File: config.mk
export PLATFORM = sky130hd
export DESIGN_NAME = inpar_guard
export DESIGN_NICKNAME = d
export VERILOG_FILES = /design/src/rtl/inpar_stage.sv /design/src/rtl/inpar_flag.sv /design/src/rtl/inpar_gates.sv /design/src/rtl/inpar_guard.sv
export SDC_FILE = /design/constraint.sdc
export NUM_CORES = 1
export LEC_CHECK = 0
export ABC_CLOCK_PERIOD_IN_PS = 3760
export BUFFER_PORTS_ARGS = -buffer_cell sky130_fd_sc_hd__buf_2
export CAP_MARGIN = 20
export CELL_PAD_IN_SITES_DETAIL_PLACEMENT = 0
export CELL_PAD_IN_SITES_GLOBAL_PLACEMENT = 1
export CORE_MARGIN = 3
export CORE_UTILIZATION = 33
export CTS_CLUSTER_SIZE = 30
export DETAILED_ROUTE_END_ITERATION = 10
export PLACE_DENSITY_LB_ADDON = 0.1
export SYNTH_ARGS = -nofsm -noshare
export SYNTH_HDL_FRONTEND = slang
export SYNTH_SLANG_ARGS = --single-unit
File: constraint.sdc
create_clock -name clk -period 3.76 [get_ports clk]
set_clock_uncertainty 0.05 [all_clocks]
set_input_delay 0.752 -clock clk [delete_from_list [all_inputs] [get_ports clk]]
set_output_delay 0.752 -clock clk [all_outputs]
set_load 0.03 [all_outputs]
File: src/rtl/inpar_stage.sv
module inpar_stage #(
  parameter int DW = 16
) (
  input  logic          clk,
  input  logic          rst_n,
  input  logic [DW-1:0] din,
  input  logic          din_par,
  output logic          err_det
);
  logic [DW-1:0] data_q;
  logic          par_q;

  always_ff @(posedge clk or negedge rst_n) begin
    if (!rst_n) begin
      data_q <= '0;
      par_q  <= 1'b1;
    end else begin
      data_q <= din;
      par_q  <= din_par;
    end
  end

  assign err_det = ~(^{data_q, par_q});
endmodule

File: src/rtl/inpar_flag.sv
module inpar_flag (
  input  logic clk,
  input  logic rst_n,
  input  logic err_det,
  input  logic chk_en,
  input  logic clk_qual,
  input  logic clr_pulse,
  input  logic clr_en_n,
  output logic flag
);
  logic clr_hit, cap_en;
  assign clr_hit = clr_pulse & ~clr_en_n;
  assign cap_en  = clk_qual & chk_en;

  always_ff @(posedge clk or negedge rst_n) begin
    if (!rst_n)       flag <= 1'b0;
    else if (clr_hit) flag <= 1'b0;
    else if (cap_en)  flag <= err_det;
  end

  a_r2_capture: assert property (@(posedge clk) disable iff (!rst_n)
    (cap_en && !clr_hit) |=> (flag == $past(err_det)));
  a_r3_hold_disabled: assert property (@(posedge clk) disable iff (!rst_n)
    (clk_qual && !chk_en && !clr_hit) |=> $stable(flag));
  a_r4_hold_unqualified: assert property (@(posedge clk) disable iff (!rst_n)
    (!clk_qual && !clr_hit) |=> $stable(flag));
  a_r5_clear: assert property (@(posedge clk) disable iff (!rst_n)
    clr_hit |=> !flag);
endmodule

File: src/rtl/inpar_gates.sv
module inpar_gates #(
  parameter int RBW    = 16,
  parameter int RB_BIT = 4
) (
  input  logic           clk,
  input  logic           rst_n,
  input  logic           flag,
  input  logic           wr_req,
  input  logic           pre_nxt,
  input  logic           tst_req,
  input  logic           pipe_sel,
  output logic           wr_n,
  output logic           nxt_n,
  output logic           dis_n,
  output logic [RBW-1:0] rd_bus
);
  logic tst_q;

  always_ff @(posedge clk or negedge rst_n) begin
    if (!rst_n) tst_q <= 1'b0;
    else        tst_q <= tst_req;
  end

  assign wr_n  = ~(wr_req & ~flag);
  assign nxt_n = ~(pre_nxt | (tst_req & flag));
  assign dis_n = ~(flag & tst_req & ~tst_q);

  always_comb begin
    rd_bus         = '0;
    rd_bus[RB_BIT] = pipe_sel & flag;
  end

  a_r6_write_blocked: assert property (@(posedge clk) disable iff (!rst_n)
    flag |-> wr_n);
  a_r9_bus_idle: assert property (@(posedge clk) disable iff (!rst_n)
    !pipe_sel |-> (rd_bus == '0));
endmodule

File: src/rtl/inpar_guard.sv
module inpar_guard #(
  parameter int DW     = 16,
  parameter int RBW    = 16,
  parameter int RB_BIT = 4
) (
  input  logic           clk,
  input  logic           rst_n,
  input  logic [DW-1:0]  din,
  input  logic           din_par,
  input  logic           chk_en,
  input  logic           clk_qual,
  input  logic           clr_pulse,
  input  logic           clr_en_n,
  input  logic           wr_req,
  input  logic           pre_nxt,
  input  logic           tst_req,
  input  logic           pipe_sel,
  output logic           err_flag,
  output logic           wr_n,
  output logic           nxt_n,
  output logic           dis_n,
  output logic [RBW-1:0] rd_bus
);
  logic err_det;

  inpar_stage #(.DW(DW)) u_stage (
    .clk(clk), .rst_n(rst_n), .din(din), .din_par(din_par), .err_det(err_det)
  );

  inpar_flag u_flag (
    .clk(clk), .rst_n(rst_n), .err_det(err_det), .chk_en(chk_en),
    .clk_qual(clk_qual), .clr_pulse(clr_pulse), .clr_en_n(clr_en_n),
    .flag(err_flag)
  );

  inpar_gates #(.RBW(RBW), .RB_BIT(RB_BIT)) u_gates (
    .clk(clk), .rst_n(rst_n), .flag(err_flag), .wr_req(wr_req),
    .pre_nxt(pre_nxt), .tst_req(tst_req), .pipe_sel(pipe_sel),
    .wr_n(wr_n), .nxt_n(nxt_n), .dis_n(dis_n), .rd_bus(rd_bus)
  );
endmodule

==> Yosys cells after proc, flatten, opt, wreduce, memory -nomap -nowiden <==
Index checks and enable logic that the tools add are counted.
{ "totals": {"reg_bits": 19, "output_inout_bits": 20} }
{ "op_classes": {"bitwise": 14, "n_mux": 2, "reduce_logical": 2} }
{ "op_table": {"columns": ["operator", "count"], "rows": [
  ["$reduce_xor 17->1", 1],
  ["$not 1->1", 7],
  ["$and 1x1->1", 6],
  ["$mux 1", 2],
  ["$reduce_bool 2->1", 1],
  ["$or 1x1->1", 1]
]} }

==> Longest topological paths before layout <==
{ "logic_depth": {"depth_word": 4, "mapped_depth": 5, "ltp_nobuf": 5} }

==> By module <==
Synthesis repeated with hierarchy kept, for this count alone.
{ "unflattened": {"hier_cells": 58, "hier_area_um2": 793.3} }
{ "modules_own_cells": {"columns": ["mod", "cells_each", "seq_area_each_um2", "n_inst", "area_each_um2"], "rows": [
  ["inpar_stage", 32, 426.7, 1, 571.8],
  ["inpar_gates", 21, 25.0, 1, 166.4],
  ["inpar_flag", 5, 25.0, 1, 55.1]
]} }

==> Least setup slack after synthesis <==
OpenSTA, ideal clock, no wires.
{ "synth_timing": {"path_type": "in2out", "from": "input pre_nxt", "to": "output nxt_n", "n_path_buf": 0, "cell_stages": 1, "required_time_ps": 2958, "slack_ps": 1726, "arrival_time_ps": 1232, "path_cell_list": "a21oi_1"} }
{ "synth_between": {"elab_chain_len": 2} }
{ "synth_rtl": {"columns": ["item", "line_no", "rtl"], "rows": [
  ["from (decl)", "inpar_guard.sv:15", "input logic pre_nxt,"],
  ["$or 1x1->1", "inpar_gates.sv:25", "assign nxt_n = ~(pre_nxt | (tst_req & flag));"],
  ["$not 1->1", "inpar_gates.sv:25", null],
  ["to (decl)", "inpar_guard.sv:20", "output logic nxt_n,"]
]} }
Every way passes these cells.

==> Final worst setup path <==
{ "layout_timing": {"from": "input tst_req", "to": "output nxt_n"} }
{ "layout_between": {"elab_chain_len": 3} }
{ "layout_rtl": {"columns": ["item", "line_no", "rtl"], "rows": [
  ["from (decl)", "inpar_guard.sv:16", "input logic tst_req,"],
  ["$and 1x1->1", "inpar_gates.sv:25", null],
  ["$or 1x1->1", "inpar_gates.sv:25", null],
  ["$not 1->1", "inpar_gates.sv:25", null]
]} }
Every way passes these cells.

==> impl_metrics.toml <==
[run_status]
status = "finished clean"

[route]
drc = 0
num_vias = 440
wl_per_cell_um = 8.51
viasPerCell = 3.70
first_iter_violations = 0
drt-total-wl_um = 1010
firstDrtPassIters = 1
postRouteAntennaNets = 0

[critical_path]
cpMostUsedCell = "buf_2"
slowest_delay_ps = 200
startpoint_type = "input port"
critPathBufInv = 2
setup.worst_path.end_class = "output port"
arrival_ps = 1170
r2r_slack_ps = 2070
required_ps = 2960
cp_max_fo = 3
crit_family = "buffers and inverters"
crit_slowest_cell = "buf_2"
crit_type = "input port to output port"
crit_chain = "buf_2 -> a21oi_1 -> buf_2"

[synthesis]
synth_top_area_cell = "dfrtp_1"
yosys.cell_types.count = 14
netlist_instances = 57
netlist_area_um2 = 791
ys_seq_elements = 19
avgSynthCellArea_um2 = 13.9
seq_area_frac_synth = 0.603
yosys_warnings = 0
synth_top_area_frac = 0.570
synthTopCellsByArea = "dfrtp_1, buf_4, xnor2_1, dfstp_2, xnor3_1"

[floorplanning]
ios = 47
dieArea_um2 = 3020
core.rowCount = 17
start_util = 0.354
core_um2 = 2230
die_x_um = 55.0
fp.dieH_um = 55.0

[sta]
rsz0062_at_grt = "no"
setup_viol = 0
max_freq_ghz = 0.506
timing.final.crit_period_ps = 1980
period_share = 0.526
drv_slew = 0
final_hold_viol_count = 0
setup_tns_ps = 0

[clock_network]
clock_latency_ps = 280
path_clk_slew_ps = 100
numClockSinks = 19
clock_path_buffers = 2
htreeDepth = 1
root_buffer = "clkbuf_4"
post_cts_buffers = 0
postCtsHoldBufs = 0
cts-buffers-inserted = 3
cts_tree = "done"
ctsResizeCount = 0

[finish]
diodes = 0
stdcell_area_um2 = 947
nNetsFinal = 119
nFillCells = 238
fin_cells = 119
area_growth_pct = 19.8
drive_above_1_share = 0.396

[global_route]
use_met2 = 0.100
use_met3 = 0.0322
antenna_found_initial = 0
grt_pass1_wl_um = 1460
grt_pass1_vias = 338
grt_overflow = 0
grt_max_degree = 20
top_usage_layer = "met2"
grtUsageTotal = 0.0733
grt_util_met1 = 0.0925

[power_and_ir_drop]
p_clk_frac = 0.223
p_leak_nw = 0.472
p_sw_frac = 0.292
switchingPower_uw = 127
p_per_area_nw_per_um2 = 458
p_seq_frac = 0.518
ir_worst_vdd_uv = 239
p_int_uw = 307
p_comb_frac = 0.259

[placed_design]
placed_area_um2 = 921
portBuffers = 31
dp_cells = 115
gp_congestion = 0.611
hpwl_um = 840

[run]
cap_violations = 0

[min_path]
worst_hold_path_type = "input port to asynchronous set/reset pin"
-- metrics by stage --
step | setup slack, ps | utilization | total power [mW] | hold slack, ps
floorplan | 1730 | - | 0.325 | 406
global placement | 1790 | 0.412 | 0.343 | 586
detailed placement | 1780 | 0.412 | 0.343 | 592
CTS | 1780 | 0.424 | 0.443 | 331
global route | 1750 | 0.424 | 0.465 | 330
finish | 1780 | 0.424 | 0.434 | 330
-- cells in the mapped netlist --
| cell | number |
|---|---|
| dfrtp_1 | 18 |
| buf_4 | 15 |
| xnor2_1 | 12 |
| a21oi_1 | 2 |
| a311oi_1 | 1 |
| and2_1 | 1 |
| conb_1 | 1 |
| dfstp_2 | 1 |
| nand2b_1 | 1 |
| nand3b_1 | 1 |
| nor2b_1 | 1 |
| xnor2_2 | 1 |
| xnor3_1 | 1 |
| xor2_1 | 1 |
-- metal layers --
| layer | vias up | share of wire | wire (µm) |
|---|---|---|---|
| li1 | 215 | - | - |
| met1 | 203 | 0.35 | 355 |
| met3 | 2 | 0.091 | 92 |
| met4 | 0 | 0.0099 | 10 |
| met5 | - | 0 | 0 |
| met2 | 20 | 0.55 | 553 |
-- registers in the layout (all words and copies together) (netlist names) --
| name | cells |
|---|---|
| u_stage.data_q | 16 |
| u_flag.flag | 1 |
| u_gates.tst_q | 1 |
| u_stage.par_q | 1 |
-- worst reg2reg max path, cell delays in order, from the launching register on --
cell and delay [ps]:
dfstp_2 540, xnor2_1 130, xnor2_1 160, xnor3_1 350, xnor2_1 140, a311oi_1 250
-- path summary, 6_finish.rpt --
path                               startpoint             to  cells after the start
worst max-delay path                  tst_req          nxt_n                      3
worst max register to register  u_stage.par_q    u_flag.flag                      5
max in group asynchronous               rst_n  u_stage.par_q                      1
worst min register to register    u_flag.flag    u_flag.flag                      2
worst min-delay path                    rst_n  u_gates.tst_q                      1
min in group clk                      din_par  u_stage.par_q                      1
-- logic make-up after synthesis --
kind of cell,count (synthesis),share of synthesized area
flops,19,0.603
other cells,1,0.00474
compound gates,3,0.0237
buf+inv,15,0.142
xor+xnor,15,0.193
simple gates,4,0.0332
-- cells in the final DEF, fill, tap and decap left out, drive strengths merged --
cell type and count:
nor2b 1, and2 1, a311oi 1, nand3b 1, xnor3 1, dfstp 1, xor2 1, nand2b 1
buf 31, clkbuf 4, xnor2 13, dfrtp 18, conb 15, a21oi 2
-- power groups by stage --
| stage | sequential [mW] | combinational (mW) | clock, mW |
|---|---|---|---|
| final | 0.225 | 0.112 | 0.0967 |
| after global routing | 0.227 | 0.124 | 0.115 |
| after CTS | 0.225 | 0.114 | 0.103 |
| after detailed placement | 0.229 | 0.114 | 0 |
| after global placement | 0.229 | 0.114 | 0 |
| after floorplan | 0.234 | 0.0913 | 0 |
-- cell type report --
cell class | count | area, µm² | share of cell area
clock buffer | 4 | 26.3 | 0.0277
multi-input combinational | 37 | 254 | 0.268
sequential | 19 | 477 | 0.503
tap | 28 | 35.0 | 0.0370
timing repair buffer | 31 | 155 | 0.164
(Power assumes the default switching activity.)
